### src/rtl/lockmgr_pkg.sv
package lockmgr_pkg;

  typedef enum logic [1:0] {
    MSG_GRANT_U = 2'd0,
    MSG_GRANT_C = 2'd1,
    MSG_FWD     = 2'd2,
    MSG_RECALL  = 2'd3
  } outKind_e;

  // strobes from control to datapath, already gated by an accepted message
  typedef struct packed {
    logic grantU;
    logic grantC;
    logic track;
    logic enqueue;
    logic setFwd;
    logic recall;
    logic forward;
    logic popGrant;
    logic freeLock;
  } mgrCtl_t;

endpackage

### src/rtl/lockmgr_ctrl.sv
module lockmgr_ctrl
  import lockmgr_pkg::*;
#(
  parameter int NW           = 3,
  parameter int CW           = 2,
  parameter int QCW          = 4,
  parameter int CACHE_THRESH = 3
) (
  input  logic           clk,
  input  logic           rstN,
  input  logic           inValid,
  input  logic           inIsRel,
  input  logic [NW-1:0]  inNode,
  input  logic           homed,
  input  logic           selBusy,
  input  logic           selCached,
  input  logic           selFwd,
  input  logic [NW-1:0]  selOwner,
  input  logic [NW-1:0]  selTail,
  input  logic [NW-1:0]  selLast,
  input  logic [CW-1:0]  selCnt,
  input  logic [QCW-1:0] selCount,
  output logic [CW-1:0]  cntNext,
  output mgrCtl_t        ctl
);

  logic act, qEmpty, relOk, selfChain;

  assign act       = inValid && homed;
  assign qEmpty    = (selCount == '0);
  assign selfChain = (inNode == selOwner) || (inNode == selTail);
  assign relOk     = selBusy && ((selFwd && qEmpty) ? (inNode == selTail) : (inNode == selOwner));

  always_comb begin
    if (selCnt != '0 && inNode == selLast)
      cntNext = (selCnt >= CW'(CACHE_THRESH)) ? selCnt : selCnt + 1'b1;
    else
      cntNext = CW'(1);
  end

  always_comb begin
    ctl = '0;
    if (act && !inIsRel) begin
      if (!selBusy) begin
        ctl.track = 1'b1;
        if (cntNext >= CW'(CACHE_THRESH)) ctl.grantC = 1'b1;
        else                              ctl.grantU = 1'b1;
      end else if (!selfChain) begin
        ctl.track = 1'b1;
        if (selFwd) begin
          ctl.forward = 1'b1;
        end else begin
          ctl.enqueue = 1'b1;
          ctl.recall  = selCached;
          ctl.setFwd  = (selCount == QCW'(1));
        end
      end
    end else if (act && inIsRel && relOk) begin
      if (!qEmpty) ctl.popGrant = 1'b1;
      else         ctl.freeLock = 1'b1;
    end
  end

  // a recall only goes out for a lock that is busy and cached
  a_r7_recall_cached: assert property (@(posedge clk) disable iff (!rstN)
    ctl.recall |-> (selBusy && selCached && !inIsRel));

  // a release from a node that is neither owner nor tail never takes effect
  a_r5_foreign_release: assert property (@(posedge clk) disable iff (!rstN)
    (inValid && inIsRel && inNode != selOwner && inNode != selTail)
      |-> !(ctl.popGrant || ctl.freeLock));

endmodule

### src/rtl/lockmgr_dp.sv
module lockmgr_dp
  import lockmgr_pkg::*;
#(
  parameter int NW    = 3,
  parameter int LW    = 4,
  parameter int CW    = 2,
  parameter int PW    = 3,
  parameter int QCW   = 4,
  parameter int SW    = 1,
  parameter int LOCAL = 2,
  parameter int DEPTH = 8
) (
  input  logic           clk,
  input  logic           rstN,
  input  logic           inValid,
  input  logic           inIsRel,
  input  logic [NW-1:0]  inNode,
  input  logic [LW-1:0]  inLock,
  input  logic           homed,
  input  logic [SW-1:0]  slot,
  input  mgrCtl_t        ctl,
  input  logic [CW-1:0]  cntNext,
  output logic           selBusy,
  output logic           selCached,
  output logic           selFwd,
  output logic [NW-1:0]  selOwner,
  output logic [NW-1:0]  selTail,
  output logic [NW-1:0]  selLast,
  output logic [CW-1:0]  selCnt,
  output logic [QCW-1:0] selCount,
  output logic           outValid,
  output logic [1:0]     outKind,
  output logic [NW-1:0]  outDst,
  output logic [NW-1:0]  outReq,
  output logic [LW-1:0]  outLock
);

  logic           busyV   [LOCAL];
  logic           cachedV [LOCAL];
  logic           fwdV    [LOCAL];
  logic [NW-1:0]  ownerV  [LOCAL];
  logic [NW-1:0]  tailV   [LOCAL];
  logic [NW-1:0]  lastV   [LOCAL];
  logic [CW-1:0]  cntV    [LOCAL];
  logic [QCW-1:0] countV  [LOCAL];
  logic [NW-1:0]  headV   [LOCAL];

  for (genvar i = 0; i < LOCAL; i++) begin : g_slot
    logic           busyQ, cachedQ, fwdQ, hit;
    logic [NW-1:0]  ownerQ, tailQ, lastQ;
    logic [CW-1:0]  cntQ;
    logic [PW-1:0]  headQ, wrIdx, headInc;
    logic [QCW-1:0] countQ, wrSum;
    logic [NW-1:0]  qMem [DEPTH];

    assign hit     = homed && (slot == SW'(i));
    assign headInc = (headQ == PW'(DEPTH - 1)) ? '0 : headQ + 1'b1;

    always_comb begin
      wrSum = {1'b0, headQ} + countQ;
      if (wrSum >= QCW'(DEPTH)) wrSum = wrSum - QCW'(DEPTH);
      wrIdx = wrSum[PW-1:0];
    end

    always_ff @(posedge clk) begin
      if (!rstN) begin
        busyQ <= 1'b0; cachedQ <= 1'b0; fwdQ <= 1'b0;
        ownerQ <= '0; tailQ <= '0; lastQ <= '0;
        cntQ <= '0; headQ <= '0; countQ <= '0;
      end else if (hit) begin
        if (ctl.grantU || ctl.grantC) begin
          busyQ <= 1'b1; cachedQ <= ctl.grantC; ownerQ <= inNode; tailQ <= inNode;
        end
        if (ctl.track)   begin lastQ <= inNode; cntQ <= cntNext; end
        if (ctl.enqueue) begin countQ <= countQ + 1'b1; tailQ <= inNode; end
        if (ctl.setFwd)  fwdQ <= 1'b1;
        if (ctl.recall)  cachedQ <= 1'b0;
        if (ctl.forward) tailQ <= inNode;
        if (ctl.popGrant) begin
          ownerQ <= qMem[headQ]; headQ <= headInc; countQ <= countQ - 1'b1;
        end
        if (ctl.freeLock) begin busyQ <= 1'b0; fwdQ <= 1'b0; cachedQ <= 1'b0; end
      end
    end

    always_ff @(posedge clk) begin
      if (hit && ctl.enqueue) qMem[wrIdx] <= inNode;
    end

    assign busyV[i]   = busyQ;
    assign cachedV[i] = cachedQ;
    assign fwdV[i]    = fwdQ;
    assign ownerV[i]  = ownerQ;
    assign tailV[i]   = tailQ;
    assign lastV[i]   = lastQ;
    assign cntV[i]    = cntQ;
    assign countV[i]  = countQ;
    assign headV[i]   = qMem[headQ];

    // the per-lock FIFO never holds more entries than there are nodes
    a_r4_queue_bound: assert property (@(posedge clk) disable iff (!rstN)
      countQ <= QCW'(DEPTH));

    // forwarding mode only exists while the lock is owned
    a_r9_fwd_busy: assert property (@(posedge clk) disable iff (!rstN)
      fwdQ |-> busyQ);
  end

  assign selBusy   = busyV[slot];
  assign selCached = cachedV[slot];
  assign selFwd    = fwdV[slot];
  assign selOwner  = ownerV[slot];
  assign selTail   = tailV[slot];
  assign selLast   = lastV[slot];
  assign selCnt    = cntV[slot];
  assign selCount  = countV[slot];

  always_ff @(posedge clk) begin
    if (!rstN) begin
      outValid <= 1'b0; outKind <= '0; outDst <= '0; outReq <= '0; outLock <= '0;
    end else begin
      outValid <= ctl.grantU || ctl.grantC || ctl.popGrant || ctl.forward || ctl.recall;
      outLock  <= inLock;
      outReq   <= ctl.popGrant ? headV[slot] : inNode;
      if (ctl.grantC) begin
        outKind <= MSG_GRANT_C; outDst <= inNode;
      end else if (ctl.forward) begin
        outKind <= MSG_FWD; outDst <= selTail;
      end else if (ctl.recall) begin
        outKind <= MSG_RECALL; outDst <= selOwner;
      end else if (ctl.popGrant) begin
        outKind <= MSG_GRANT_U; outDst <= headV[slot];
      end else begin
        outKind <= MSG_GRANT_U; outDst <= inNode;
      end
    end
  end

  // no outgoing message without an input one cycle earlier
  a_r11_no_spurious: assert property (@(posedge clk) disable iff (!rstN)
    outValid |-> $past(inValid));

  // an acquire of a free homed lock is granted to the requester next cycle
  a_r3_free_grant: assert property (@(posedge clk) disable iff (!rstN)
    (inValid && !inIsRel && homed && !selBusy) |=>
      (outValid && (outKind == MSG_GRANT_U || outKind == MSG_GRANT_C) && outDst == $past(inNode)));

  // a forward is never addressed to the node it serves
  a_r10_fwd_not_self: assert property (@(posedge clk) disable iff (!rstN)
    (outValid && outKind == MSG_FWD) |-> (outDst != outReq));

endmodule

### src/rtl/lockmgr_top.sv
module lockmgr_top
  import lockmgr_pkg::*;
#(
  parameter int NUM_LOCKS    = 16,
  parameter int NUM_NODES    = 8,
  parameter int HOME_NODE    = 0,
  parameter int CACHE_THRESH = 3
) (
  input  logic                         clk,
  input  logic                         rstN,
  input  logic                         inValid,
  input  logic                         inIsRel,
  input  logic [$clog2(NUM_NODES)-1:0] inNode,
  input  logic [$clog2(NUM_LOCKS)-1:0] inLock,
  output logic                         outValid,
  output logic [1:0]                   outKind,
  output logic [$clog2(NUM_NODES)-1:0] outDst,
  output logic [$clog2(NUM_NODES)-1:0] outReq,
  output logic [$clog2(NUM_LOCKS)-1:0] outLock
);

  localparam int NW    = $clog2(NUM_NODES);
  localparam int LW    = $clog2(NUM_LOCKS);
  localparam int DEPTH = NUM_NODES;
  localparam int PW    = $clog2(DEPTH);
  localparam int QCW   = PW + 1;
  localparam int CW    = $clog2(CACHE_THRESH + 1);
  localparam int LOCAL = (NUM_LOCKS - HOME_NODE + NUM_NODES - 1) / NUM_NODES;
  localparam int SW    = (LOCAL > 1) ? $clog2(LOCAL) : 1;

  logic           homed;
  logic [SW-1:0]  slot;
  int unsigned    slotFull;
  logic           selBusy, selCached, selFwd;
  logic [NW-1:0]  selOwner, selTail, selLast;
  logic [CW-1:0]  selCnt, cntNext;
  logic [QCW-1:0] selCount;
  mgrCtl_t        ctl;

  always_comb begin
    slotFull = 32'(inLock) / NUM_NODES;
    homed    = ((32'(inLock) % NUM_NODES) == HOME_NODE) && (slotFull < LOCAL);
    slot     = slotFull[SW-1:0];
  end

  lockmgr_ctrl #(.NW(NW), .CW(CW), .QCW(QCW), .CACHE_THRESH(CACHE_THRESH)) u_ctrl (
    .clk(clk), .rstN(rstN), .inValid(inValid), .inIsRel(inIsRel), .inNode(inNode),
    .homed(homed), .selBusy(selBusy), .selCached(selCached), .selFwd(selFwd),
    .selOwner(selOwner), .selTail(selTail), .selLast(selLast), .selCnt(selCnt),
    .selCount(selCount), .cntNext(cntNext), .ctl(ctl)
  );

  lockmgr_dp #(.NW(NW), .LW(LW), .CW(CW), .PW(PW), .QCW(QCW), .SW(SW),
               .LOCAL(LOCAL), .DEPTH(DEPTH)) u_dp (
    .clk(clk), .rstN(rstN), .inValid(inValid), .inIsRel(inIsRel), .inNode(inNode),
    .inLock(inLock), .homed(homed), .slot(slot), .ctl(ctl), .cntNext(cntNext),
    .selBusy(selBusy), .selCached(selCached), .selFwd(selFwd), .selOwner(selOwner),
    .selTail(selTail), .selLast(selLast), .selCnt(selCnt), .selCount(selCount),
    .outValid(outValid), .outKind(outKind), .outDst(outDst), .outReq(outReq),
    .outLock(outLock)
  );

endmodule

### config.mk
export PLATFORM = sky130hd
export DESIGN_NAME = lockmgr_top
export DESIGN_NICKNAME = d
export VERILOG_FILES = /design/src/rtl/lockmgr_pkg.sv /design/src/rtl/lockmgr_ctrl.sv /design/src/rtl/lockmgr_dp.sv /design/src/rtl/lockmgr_top.sv
export SDC_FILE = /design/constraint.sdc
export NUM_CORES = 1
export LEC_CHECK = 0
export BUFFER_PORTS_ARGS = -buffer_cell sky130_fd_sc_hd__buf_2
export CAP_MARGIN = 25
export CORE_ASPECT_RATIO = 0.6
export CORE_MARGIN = 4
export CORE_UTILIZATION = 40
export CTS_BUF_LIST = sky130_fd_sc_hd__clkbuf_8 sky130_fd_sc_hd__clkbuf_16
export DETAILED_ROUTE_END_ITERATION = 12
export PLACE_DENSITY = 0.6
export SKIP_CTS_REPAIR_TIMING = 1
export SYNTH_ARGS = -nofsm -noshare
export SYNTH_HDL_FRONTEND = slang
export SYNTH_SLANG_ARGS = --single-unit
### constraint.sdc
create_clock -name clk -period 2.5 [get_ports clk]
set_input_delay 0 -clock clk [delete_from_list [all_inputs] [get_ports clk]]
set_output_delay 0 -clock clk [all_outputs]
set_load 0.005 [all_outputs]
==> impl_results.md <==
* Number of DRC markers in iteration 0 at about 230
* Finished Layout Cells at 674
* Syn nets at 457
* Final Util at 0.505
* Max-slew violation count at 0
* CTS Sinks at 109
* Commonest non-fill, non-tap cells in the layout: 58 x dfxtp_1, 55 x buf_4, 48 x edfxtp_1
* Ant diodes at 0
* Final net count at 529
* Post-Syn Area at roughly 5100 um^2
* Tot GR Track Use at 0.177
* Routability-driven placement congestion ratio at 0.936
* CORE AREA at about 12000 um^2
* Worst setup SP type: register
* Critical Setup Path Class: register to register
* Final ANT Viol Nets at 0
* Worst reg2reg setup slack at 90 ps
* Layout cells sized above 1 at 0.285
* Initial antenna violation count at 0
* Worst path required time at approximately 2700 ps
* CTS clk-pin slew, worst paths at 80 ps
* Setup TNS at 0 ps
* Drt drc at 0
* First-pass GRT wire length at 19900 um
* WHS Path Cells at 4
* Synth top area cells: edfxtp_1 28%, dfxtp_1 24%, mux2i_1 7.2%
* Ys Warns at 0
* Post-Place Cells at 650
* Yosys cell types at 57
* Vias per std cell at 5.46
* Area delta synth->final at 20.8%
* Die Height at 95.8 um
* Final min period at 2410 ps
* Post-DP HPWL at between 9000 and 10000 um
* Via count at 3679
* Total Power at 3510 uW
* Yosys top cell area share at 0.280
* # IOs at 24
* FF+latch area at between 2000 and 3000 um^2
* Post-synth EDFFs at 48
* Hold_sp: inIsRel
* Relative slew slack at 0.663
* Peak supply drop at between 0.3 and 0.4 mV
* Initial Util at 0.418
* Final worst-path cycle share at 0.966
* R2r startpoint: u_dp.g_slot[0].ownerQ[0]
* Post-synth top area cell: edfxtp_1
* PwrDens at 565 nW/um^2
* Leakage at 0.00236 uW
* Commonest non-fill, non-tap cell in the layout: dfxtp_1
* Die Wd at around 150 um
* Syn avg cell area at 11.9 um^2
* Synthesized flop and latch total at 109
* Final hold vios at 0
* CP Max Fanout at 4
* Max Fclk at just over 400 MHz
* Seq/Total Area, Yosys at 0.518
* Critical Path Source: u_dp.g_slot[0].ownerQ[0]
* Port Buffer Count at 23
* Critical R2R Capture: u_dp.g_slot[0].countQ[3]
* Vias in the first global route at roughly 3.5k
* # H-tree levels at 3
* Clk_lat worst skew at 350 ps
* Combined area of the multi-input logic cells at roughly 2400 um^2
* Filler Cell Count at approximately 1.1k
* Num CTS Buffers at 9
* Max-Cap Viols at 0
* Row count at 31
* Post-Syn Instances at 432
* Hold EP: u_dp.g_slot[0].cachedQ
* Final setup vio count at 0
* CP endpoint kind: register
* Drt total wl at 12800 um
* Drt pass-1 iters at 5
* Status: finished, final reports clean
* Worst Hold Class: primary input to register
* Worst-case clock skew at 7.63 ps
* CTS Root Cell: clkbuf_16
* Most used DFF post-synth: dfxtp_1
* Reg2Reg Depth at 10
* CTS Buffer Depth at 2
* CTS tree: built
* Routed wire per std cell at 19.0 um
* Final global-route overflow total at 0
* Asr flop ratio synth at 0
* Die ar. at 14800 um^2
* Largest net degree at the start of global routing at 39
* Worst-Margin Slew at a little under 500 ps
* Data arrival time of the critical path at between 2000 and 3000 ps
worst max-delay path: stages (launching register included):
cell and delay [ps]:
dfxtp_1 330, mux2i_2 230, xnor2_2 130, or3_4 370, nor3_4 240, ha_1 270
a21o_1 190, a21oi_2 150, and4_1 220, o21a_1 120, nor3_1 40
area by class of cell:
class                           count  share of cell area
Clock buffer                        9              0.0363
Clock inverter                      7              0.0139
Inverter                            7             0.00423
Multi-Input combinational cell    295               0.390
Sequential cell                   109               0.429
Tap cell                          165              0.0333
Timing Repair Buffer               82              0.0931
metrics by stage:
step / cell area (um^2) / hold slack (ps) / setup WS (ps)
after floorplan: 5150 / 98.9 / 62.9
after global placement: 5750 / 283 / 88.5
after detailed placement: 5750 / 286 / 12.5
after CTS: 6060 / -83.5 / -5.63
after global routing: 6210 / 207 / -19.3
final: 6210 / 183 / 85.8
where the power goes:
group	switching (uW)	total, uW	internal [uW]
Clock	718	1440	718
Sequential	5.76	1870	1870
Combinational	123	197	73.9
Yosys cell counts (all sizes together) (11+ instances only):
cell,count
nor3,24
o21ai,14
mux4,12
edfxtp,48
a21oi,26
nor2,18
o21a,11
nand3,13
buf,11
mux2i,38
dfxtp,61
nand2,38
state kept, by name, indices dropped and copies added, names as in the netlist, named ones only:
register             flops
u_dp.g_slot.busyQ        2
u_dp.g_slot.cachedQ      2
u_dp.g_slot.cntQ         4
u_dp.g_slot.countQ       8
u_dp.g_slot.fwdQ         2
u_dp.g_slot.headQ        6
u_dp.g_slot.lastQ        6
u_dp.g_slot.ownerQ       6
u_dp.g_slot.qMem        48
u_dp.g_slot.tailQ        6
u_dp.outDst              3
u_dp.outKind             2
u_dp.outLock             4
u_dp.outReq              3
u_dp.outValid            1
worst max-delay path by stage:
stage	end	slack [ps]
6_report	u_dp.g_slot[0].countQ[3]	90
5_1_grt	u_dp.g_slot[0].countQ[3]	-20
4_1_cts	u_dp.g_slot[0].countQ[3]	-6
3_5_place_dp	u_dp.g_slot[0].countQ[3]	10
3_3_place_gp	u_dp.g_slot[0].countQ[3]	90
2_1_floorplan	u_dp.g_slot[0].countQ[3]	60
kinds of logic after synthesis:
| logic type | after synthesis | share of synthesized area |
|---|---|---|
| mux | 53 | 0.134 |
| fa+ha+maj | 14 | 0.0399 |
| simple gates | 137 | 0.145 |
| compound gates | 75 | 0.109 |
| buf+inv | 28 | 0.0280 |
| xor+xnor | 16 | 0.0273 |
| flops | 109 | 0.518 |
routing by layer:
metal | GRT usage | up-vias | routed length, um
met5 | 0 | - | 0
li1 | - | 1763 | -
met2 | 0.234 | 140 | 5010
met4 | 0.0463 | 0 | 138
met3 | 0.0665 | 14 | 1100
met1 | 0.267 | 1762 | 6590
Note: power is estimated with default switching activity, not from simulation.
